--- src/rtl/eye_mon_pkg.sv ---
package eye_mon_pkg;

    localparam int SIDE_N   = 8;
    localparam int CODE_W   = 3;
    localparam int LAST_LIN = 5;

    typedef logic [SIDE_N-1:0] side_vec_t;

    typedef struct packed {
        logic      centre;
        side_vec_t early;
        side_vec_t late;
    } lane_smp_t;

    typedef struct packed {
        logic early_hit;
        logic late_hit;
    } lane_hit_t;

    function automatic int guard_len(input logic [CODE_W-1:0] code);
        if (int'(code) <= LAST_LIN)
            return int'(code) + 1;
        return SIDE_N;
    endfunction

    function automatic side_vec_t guard_mask(input logic [CODE_W-1:0] code);
        side_vec_t m;
        int        n;
        n = guard_len(code);
        for (int i = 0; i < SIDE_N; i++)
            m[i] = (i < n);
        return m;
    endfunction

endpackage

--- src/rtl/eye_guard_decode.sv ---
module eye_guard_decode
    import eye_mon_pkg::*;
(
    input  logic [CODE_W-1:0] code,
    output side_vec_t         mask
);
    always_comb mask = guard_mask(code);
endmodule

--- src/rtl/eye_side_detect.sv ---
module eye_side_detect
    import eye_mon_pkg::*;
(
    input  logic      centre,
    input  side_vec_t smp,
    input  side_vec_t mask,
    output logic      hit
);
    side_vec_t diff;

    always_comb begin
        diff[0] = centre ^ smp[0];
        for (int k = 1; k < SIDE_N; k++)
            diff[k] = smp[k] ^ smp[k-1];
        hit = |(diff & mask);
    end
endmodule

--- src/rtl/eye_sticky_flag.sv ---
module eye_sticky_flag (
    input  logic clk,
    input  logic rst,
    input  logic hit,
    input  logic clear,
    output logic flag
);
    always_ff @(posedge clk) begin
        if (rst)        flag <= 1'b0;
        else if (hit)   flag <= 1'b1;
        else if (clear) flag <= 1'b0;
    end

    a_r8_hit_sets_flag: assert property (@(posedge clk) disable iff (rst)
        hit |=> flag);
    a_r6_flag_holds: assert property (@(posedge clk) disable iff (rst)
        (flag && !clear) |=> flag);
    a_r7_clear_drops: assert property (@(posedge clk) disable iff (rst)
        (clear && !hit) |=> !flag);
    a_r5_no_spurious_set: assert property (@(posedge clk) disable iff (rst)
        (!flag && !hit) |=> !flag);
    a_r10_reset_clears: assert property (@(posedge clk)
        rst |=> !flag);
endmodule

--- src/rtl/eye_margin_monitor.sv ---
module eye_margin_monitor
    import eye_mon_pkg::*;
#(
    parameter int NUM_LANES = 4
) (
    input  logic                        clk,
    input  logic                        rst,
    input  logic [CODE_W-1:0]           guard_code,
    input  logic                        clear_i,
    input  logic [NUM_LANES-1:0]        edge_smp_i,
    input  logic [NUM_LANES*SIDE_N-1:0] early_smp_i,
    input  logic [NUM_LANES*SIDE_N-1:0] late_smp_i,
    output logic [NUM_LANES-1:0]        early_flag_o,
    output logic [NUM_LANES-1:0]        late_flag_o
);
    side_vec_t mask;

    eye_guard_decode u_decode (
        .code (guard_code),
        .mask (mask)
    );

    a_r1_mask_shape: assert property (@(posedge clk) disable iff (rst)
        mask[0] && ($countones(mask) != 7)
        && ((mask & (mask + side_vec_t'(1))) == '0));

    for (genvar l = 0; l < NUM_LANES; l++) begin : g_lane
        lane_smp_t smp;
        lane_hit_t hits;

        assign smp.centre = edge_smp_i[l];
        assign smp.early  = early_smp_i[l*SIDE_N +: SIDE_N];
        assign smp.late   = late_smp_i[l*SIDE_N +: SIDE_N];

        eye_side_detect u_early_det (
            .centre (smp.centre),
            .smp    (smp.early),
            .mask   (mask),
            .hit    (hits.early_hit)
        );

        eye_side_detect u_late_det (
            .centre (smp.centre),
            .smp    (smp.late),
            .mask   (mask),
            .hit    (hits.late_hit)
        );

        eye_sticky_flag u_early_flag (
            .clk   (clk),
            .rst   (rst),
            .hit   (hits.early_hit),
            .clear (clear_i),
            .flag  (early_flag_o[l])
        );

        eye_sticky_flag u_late_flag (
            .clk   (clk),
            .rst   (rst),
            .hit   (hits.late_hit),
            .clear (clear_i),
            .flag  (late_flag_o[l])
        );

        // samples all equal to the edge sample never raise a flag from clear
        a_r5_quiet_lane: assert property (@(posedge clk) disable iff (rst)
            (!early_flag_o[l] && (smp.early == {SIDE_N{smp.centre}})) |=> !early_flag_o[l]);
    end
endmodule

--- config.mk ---
export PLATFORM = sky130hd
export DESIGN_NAME = eye_margin_monitor
export DESIGN_NICKNAME = d
export VERILOG_FILES = /design/src/rtl/eye_mon_pkg.sv /design/src/rtl/eye_guard_decode.sv /design/src/rtl/eye_side_detect.sv /design/src/rtl/eye_sticky_flag.sv /design/src/rtl/eye_margin_monitor.sv
export SDC_FILE = /design/constraint.sdc
export NUM_CORES = 1
export LEC_CHECK = 0
export BUFFER_PORTS_ARGS = -buffer_cell sky130_fd_sc_hd__buf_4
export CAP_MARGIN = 20
export CORE_MARGIN = 2
export CORE_UTILIZATION = 50
export CTS_BUF_LIST = sky130_fd_sc_hd__clkbuf_4
export DETAILED_ROUTE_END_ITERATION = 10
export PLACE_DENSITY = 0.86
export REMOVE_ABC_BUFFERS = 1
export SYNTH_ARGS = -nofsm -noshare
export SYNTH_HDL_FRONTEND = slang
export SYNTH_SLANG_ARGS = --single-unit
--- constraint.sdc ---
create_clock -name clk -period 3.3 [get_ports clk]
set_input_delay 0.495 -clock clk [delete_from_list [all_inputs] [get_ports clk]]
set_output_delay 0.495 -clock clk [all_outputs]
set_load 0.005 [all_outputs]
==> run_results.csv, run 1 <==
group,metric,value,unit
yosys,synth_top_family_by_area,"compound AO/OA/AOI/OAI gates",
yosys,synth_xor_area_share,27.6,%
clock_tree,cts_resized,0,
worst_setup_path,required,3.49,ns
yosys,synth.distinct_cells,34,
worst_setup_path,arrival,2.43,ns
route,via_count,1716,
min_path,hold_path_class,"input port to flop",
pwr,p_per_area,226,mW/mm^2
route,via_per_inst,5.48,
worst_setup_path,crit_type,"input port to flop",
sta,fmax,0.446,GHz
worst_setup_path,r2r-end,"g_lane[1].u_early_flag.flag",
global_route,antenna_found_initial,0,
finish,fill_cells,279,
worst_setup_path,critPathLaunchType,"input port",
sta,worstMarginPinSlew,0.853,ns
worst_setup_path,path_max_fanout,13,
global_route,track_usage,24.7,%
finish,fin_nets,358,
yosys,syn_area,0.00152,mm^2
placement,gp_congestion,0.845,
placement,placed_cells,310,
job,maxCapViolCount,0,
sta,slew_viol_final,0,
clock_tree,post-cts-setup-buffer-count,0,
die,dieArea,0.00350,mm^2
worst_setup_path,r2r_cells,4,
global_route,grt_pass1_wl,6690,um
yosys,synth_fa_ha_area_share,1.64,%
sta,finalCritPeriodShare,68.0,%
die,core-area,0.00298,mm^2
global_route,grt_overflow_total,0,
yosys,synth.avg_cell_area,7.21,um^2
clock_tree,cts_sinks,8,
yosys,ys_seq_elements,8,
route,drc,0,
route,ant_nets,0,
worst_setup_path,critPathLaunch,"guard_code[0]",
sta,finalHoldViolCount,0,
sta,skew,0,ns
yosys,yosysTopAreaCell,"xnor2_1",
die,die_w,59.2,um
clock_tree,h-tree-depth,1,
yosys,synth_compound_area_share,37.2,%
clock_tree,clk_latency,0.27,ns
yosys,ys_warn_count,0,
worst_setup_path,end_kind,"flop",
yosys,synth_edf_count,0,
route,wirelength,4170,um
finish,layout-drive-gt1-share,33.2,%
finish,syn2layout_area_growth,37.9,%
yosys,synth-simple-area-share,11.4,%
die,start_util,51.1,%
yosys,syn-instance-count,211,
placement,port_buffers,81,
clock_tree,path_clk_slew,0.06,ns
worst_setup_path,crit_path_end,"g_lane[1].u_early_flag.flag",
yosys,synth_top_area_share,13.8,%
sta,setup_violations,0,
clock_tree,clockBufferDepth,2,
yosys,synth_mux_area_share,0.658,%
worst_setup_path,rrSetupSlack,2.36,ns
outcome,status,"completed",
clock_tree,clock-root-buffer,"clkbuf_4",
die,io_pins,82,
finish,antenna_cells,0,
finish,final_cell_count_no_fill,313,
yosys,synth_flop_cell,"dfxtp_1",
clock_tree,hold_buffers,0,
die,die_h,59.2,um
placement,hpwl,3240,um
clock_tree,cts_tree,"yes",
sta,fin_crit,2.24,ns
sta,rsz0062_at_grt,"false",
route,wire_per_inst,13.3,um
clock_tree,cts_made_buffers,3,
pwr,power.static_leakage,0.953,nW
route,drtIter0Drc,34,
yosys,async_reset_ff_share,0,%
route,firstDrtPassIters,5,
global_route,grt_max_degree,34,
worst_setup_path,r2r_start,"g_lane[1].u_early_flag.flag",
sta,fin_tns_setup,0,ns
pwr,ir_drop,0.153,mV
global_route,first_global_vias,1607,
yosys,ys_top_cells_by_area,"xnor2_1 (14%), xor2_1 (14%), dfxtp_1 (11%)",
die,rows,20,
yosys,yosysSeqAreaShare,10.5,%
sta,relSlewSlack,42.9,%
sequential cells by signal (all words and copies together) (netlist names):
signal and cells:
g_lane.u_early_flag.flag 4, g_lane.u_late_flag.flag 4
final cells by class:
class | count | area, um^2 | share of cell area (%)
clock buffers | 3 | 22.5 | 1.07
inverters | 17 | 63.8 | 3.04
multi-input cells | 170 | 1190 | 56.9
flip-flops and latches | 8 | 160 | 7.63
well taps | 33 | 41.3 | 1.97
repair buffers | 82 | 616 | 29.3
layout by cell type (no fill, tap or decap), types with 2 or more instances in the layout:
cell / n
o22ai_1: 8
o32ai_1: 8
nor2_1: 18
xnor2_1: 24
a21oi_1: 25
a21boi_0: 8
ha_1: 2
o21ai_0: 9
inv_1: 17
clkbuf_4: 3
nor2b_1: 2
a211oi_1: 8
xor2_1: 24
a41oi_1: 8
dfxtp_1: 8
buf_4: 82
o21ai_2: 2
nand2_1: 11
kinds of logic (layout without fill, tap and decap cells):
group | Yosys count | in the layout
DFF | 8 | 8
AOI/OAI and AO/OA | 81 | 81
adders and majority gates | 2 | 2
muxes | 1 | 1
xor gates and xnor gates | 48 | 48
buffers and inverters | 33 | 102
and+or+nand+nor | 38 | 38
layer usage:
layer | wire, um | part of all wire [%] | track usage [%] | vias to the layer above
met5 | 0 | 0 | 0 | -
met4 | 57 | 1.4 | 7.47 | 0
met3 | 276 | 6.6 | 5.46 | 8
met2 | 2100 | 50 | 44.4 | 66
met1 | 1730 | 42 | 29.1 | 761
li1 | - | - | - | 881
cell usage after synthesis (2+ instances only):
library cell   n
o21ai_2        2
nor2_1        18
xor2_1        24
nand2_1       11
buf_4          9
ha_1           2
inv_1         17
a21oi_1       25
dfxtp_1        8
o32ai_1        8
nor2b_1        2
clkbuf_1       3
a21boi_0       8
o22ai_1        8
buf_1          2
a41oi_1        8
o21ai_0        9
xnor2_1       24
a211oi_1       8
critical path, cell delays in order:
cell and delay [ns]:
buf_4 0.14, ha_1 0.48, nand2_1 0.24, a21oi_1 0.10
nor3_2 0.57, a211oi_1 0.16, a41oi_1 0.25
how the worst min path moves through the flow:
stage               from                          end  slack [ns]  cells after the start
detailed placement   rst  g_lane[0].u_early_flag.flag        0.75                      2
CTS                  rst   g_lane[3].u_late_flag.flag        0.47                      2
finish               rst  g_lane[0].u_early_flag.flag        0.48                      2
global placement     rst  g_lane[2].u_early_flag.flag        0.75                      2
floorplan            rst  g_lane[0].u_early_flag.flag        0.57                      1
global route         rst   g_lane[1].u_late_flag.flag        0.49                      2
stage by stage:
step	worst slack [ns]	total power, mW	cell area (um^2)	hold WS (ns)	utilization [%]
after global routing	0.854	0.510	2100	0.486	70.5
after CTS	1.08	0.476	2100	0.474	70.5
final	1.06	0.475	2100	0.481	70.5
after global placement	0.822	0.390	2080	0.754	69.7
after detailed placement	0.813	0.394	2080	0.754	69.7
after floorplan	1.04	0.259	1420	0.567	-
power breakdown:
part	total (mW)	switching [mW]	internal, mW
Clock	0.0813	0.0393	0.0420
Sequential	0.108	0.00387	0.104
Combinational	0.286	0.138	0.148
Power figures use the tool's default switching activity.
==> run 2: changes to the inputs <==
--- a/config.mk
+++ b/config.mk
@@ -5,13 +5,14 @@
 export SDC_FILE = /design/constraint.sdc
 export NUM_CORES = 1
 export LEC_CHECK = 0
+export ABC_AREA = 1
 export BUFFER_PORTS_ARGS = -buffer_cell sky130_fd_sc_hd__buf_4
 export CAP_MARGIN = 20
 export CORE_MARGIN = 2
-export CORE_UTILIZATION = 50
+export CORE_UTILIZATION = 47
 export CTS_BUF_LIST = sky130_fd_sc_hd__clkbuf_4
 export DETAILED_ROUTE_END_ITERATION = 10
-export PLACE_DENSITY = 0.86
+export PLACE_DENSITY = 0.81
 export REMOVE_ABC_BUFFERS = 1
 export SYNTH_ARGS = -nofsm -noshare
 export SYNTH_HDL_FRONTEND = slang
==> constraint.sdc (replaced) <==
create_clock -name clk -period 2.2 [get_ports clk]
set_input_delay 0.33 -clock clk [delete_from_list [all_inputs] [get_ports clk]]
set_output_delay 0.33 -clock clk [all_outputs]
set_load 0.005 [all_outputs]
==> run 2 against run 1 <==
Compared with the run above: final cell count rose by 17%; clock skew unchanged; global-route usage down 2.3 points; power rose by 57%; combinational power increased by 62%; flip-flop and latch count did not move; setup slack got worse by 0.57 ns; synthesized cell count up 16%.
==> run_results.csv, run 2 <==
group,metric,value,unit
sta,fin_tns_setup,0,ns
worst_setup_path,slowest_delay,0.30,ns
route,via_count,1795,
clock_tree,cts_resized,0,
yosys,synth_flop_cell,"dfxtp_1",
yosys,syn-instance-count,245,
yosys,synth.avg_cell_area,6.47,um^2
worst_setup_path,critPathLaunchType,"input port",
die,core-area,0.00328,mm^2
sta,fin_crit,1.71,ns
yosys,syn_area,0.00159,mm^2
global_route,antenna_found_initial,0,
yosys,synth_common_cells,"nand2_1 (63), xor2_1 (53), nor2_1 (30)",
yosys,ys_top_cells_by_area,"xor2_1 (29%), nand2_1 (15%), dfxtp_1 (10%)",
sta,fin_hold_ws,0.240,ns
route,drtIter0Drc,80,
die,start_util,48.3,%
finish,final_util,66.7,%
pwr,p_switching,0.301,mW
pwr,combPwrFrac,62.2,%
pwr,internal_power,0.445,mW
finish,final_common_cell,"buf_4",
yosys,synth_top_area_share,29.3,%
route,drc,0,
pwr,seqPwrFrac,21.8,%
route,via_per_inst,4.92,
clock_tree,cts_tree,"yes",
sta,rsz0062_at_grt,"false",
yosys,yosysSeqAreaShare,10.1,%
clock_tree,clockBufferDepth,2,
clock_tree,post-cts-setup-buffer-count,0,
pwr,power.static_leakage,1.20,nW
placement,port_buffers,81,
sta,slew_viol_final,0,
yosys,synth.most_common_cell,"nand2_1",
placement,gp_congestion,0.872,
sta,finalHoldViolCount,0,
pwr,ir_drop,0.184,mV
die,dieArea,0.00385,mm^2
worst_setup_path,required,2.35,ns
job,maxCapViolCount,0,
pwr,p_per_area,340,mW/mm^2
sta,finalCritPeriodShare,77.9,%
yosys,yosysTopAreaCell,"xor2_1",
global_route,grt_pass1_wl,6510,um
yosys,synth.distinct_cells,23,
yosys,ys_warn_count,0,
pwr,clkPwrFrac,16.0,%
die,die_h,62.1,um
finish,final_area,0.00219,mm^2
worst_setup_path,path_max_fanout,12,
clock_tree,path_clk_slew,0.07,ns
finish,syn2layout_area_growth,38.2,%
finish,reg_top3,"g_lane.u_early_flag.flag x4, g_lane.u_late_flag.flag x4",
clock_tree,clock-root-buffer,"clkbuf_4",
placement,placed_cell_area,0.00217,mm^2
worst_setup_path,crit_slowest_cell,"nand3_2",
worst_setup_path,path_cells,"buf_4 > ha_1 > inv_1 > nand2_1 > nand2_1 > nand3_2 > nor2_4 > nor2_1 > nor2_1 > nand3_1 > nand2_1 > inv_1",
die,die_w,62.1,um
sta,skew,0,ns
min_path,hold_path_class,"input port to flop",
route,ant_nets,0,
finish,antenna_cells,0,
clock_tree,clk_latency,0.26,ns
finish,final_cell_count_no_fill,365,
global_route,track_usage,22.4,%
sta,worstMarginPinSlew,0.334,ns
clock_tree,h-tree-depth,1,
route,wire_per_inst,11.7,um
finish,layout-drive-gt1-share,31.0,%
placement,placed_cells,362,
route,wl_met2,2140,um
finish,fin_nets,397,
route,wirelength,4250,um
clock_tree,cts_sinks,8,
global_route,grt_max_degree,17,
clock_tree,hold_buffers,0,
worst_setup_path,crit_type,"input port to flop",
clock_tree,cts_made_buffers,3,
route,dr.max_layer_used,"met4",
outcome,status,"completed",
yosys,ys_seq_elements,8,
global_route,first_global_vias,1614,
yosys,synth_edf_count,0,
finish,mostFrequentLayoutCells,"buf_4 (81), nand2_1 (63), xor2_1 (53)",
die,rows,21,
worst_setup_path,cpMostUsedCell,"nand2_1",
sta,relSlewSlack,77.7,%
pwr,p_sw_share,40.3,%
placement,hpwl,3410,um
worst_setup_path,end_kind,"flop",
die,io_pins,82,
route,firstDrtPassIters,4,
global_route,grt_overflow_total,0,
sta,setup_violations,0,
worst_setup_path,arrival,1.86,ns
route,m1WireLength,1760,um
sta,fmax,0.584,GHz
yosys,async_reset_ff_share,0,%
route,wl_met3,316,um
[run 2: cells by family after synthesis]
family | after synthesis | share of synthesized area (%)
flops | 8 | 10.1
xor+xnor | 64 | 35.4
simple gates | 135 | 40.3
buf+inv | 29 | 9.71
fa+ha+maj | 2 | 1.58
compound gates | 7 | 3.00
[run 2: through the flow]
step / worst slack [ns] / total power [mW]
3_3_place_gp: 0.349 / 0.619
2_1_floorplan: 0.681 / 0.420
6_report: 0.487 / 0.746
4_1_cts: 0.513 / 0.745
5_1_grt: 0.327 / 0.809
3_5_place_dp: 0.249 / 0.626
[run 2: power by group through the flow]
stage | clock network (mW) | logic (mW) | registers, mW
floorplan | 0 | 0.254 | 0.166
CTS | 0.119 | 0.464 | 0.163
detailed placement | 0 | 0.461 | 0.166
global placement | 0 | 0.453 | 0.166
finish | 0.120 | 0.464 | 0.163
global route | 0.130 | 0.515 | 0.163
[run 2: worst max-delay path, delay by kind of cell]
family / cells / cell delay [ns]
buf+inv: 3 / 0.23
simple gates: 8 / 1.09
fa+ha+maj: 1 / 0.20
[run 2: final timing paths]
path / start / to / slack, ns / depth (start not counted)
worst max register to register: g_lane[3].u_early_flag.flag / g_lane[3].u_early_flag.flag / 1.13 / 7
worst max-delay path: guard_code[0] / g_lane[3].u_early_flag.flag / 0.49 / 12
worst min register to register: g_lane[1].u_late_flag.flag / g_lane[1].u_late_flag.flag / 0.69 / 6
worst min-delay path: rst / g_lane[1].u_early_flag.flag / 0.24 / 2
[run 2: area by class of cell]
type	count	area (um^2)
inverters	19	71.3
repair buffers	81	608
flip-flops and latches	8	160
well taps	46	57.6
clock buffers	3	22.5
multi-input cells	208	1270
fillers	321	1090
[run 2: routing by layer]
| layer | track usage [%] | vias to the layer above |
|---|---|---|
| met5 | 0 | - |
| met4 | 5.47 | 0 |
| met3 | 3.31 | 10 |
| met2 | 42.0 | 80 |
| met1 | 26.4 | 800 |
| li1 | - | 905 |
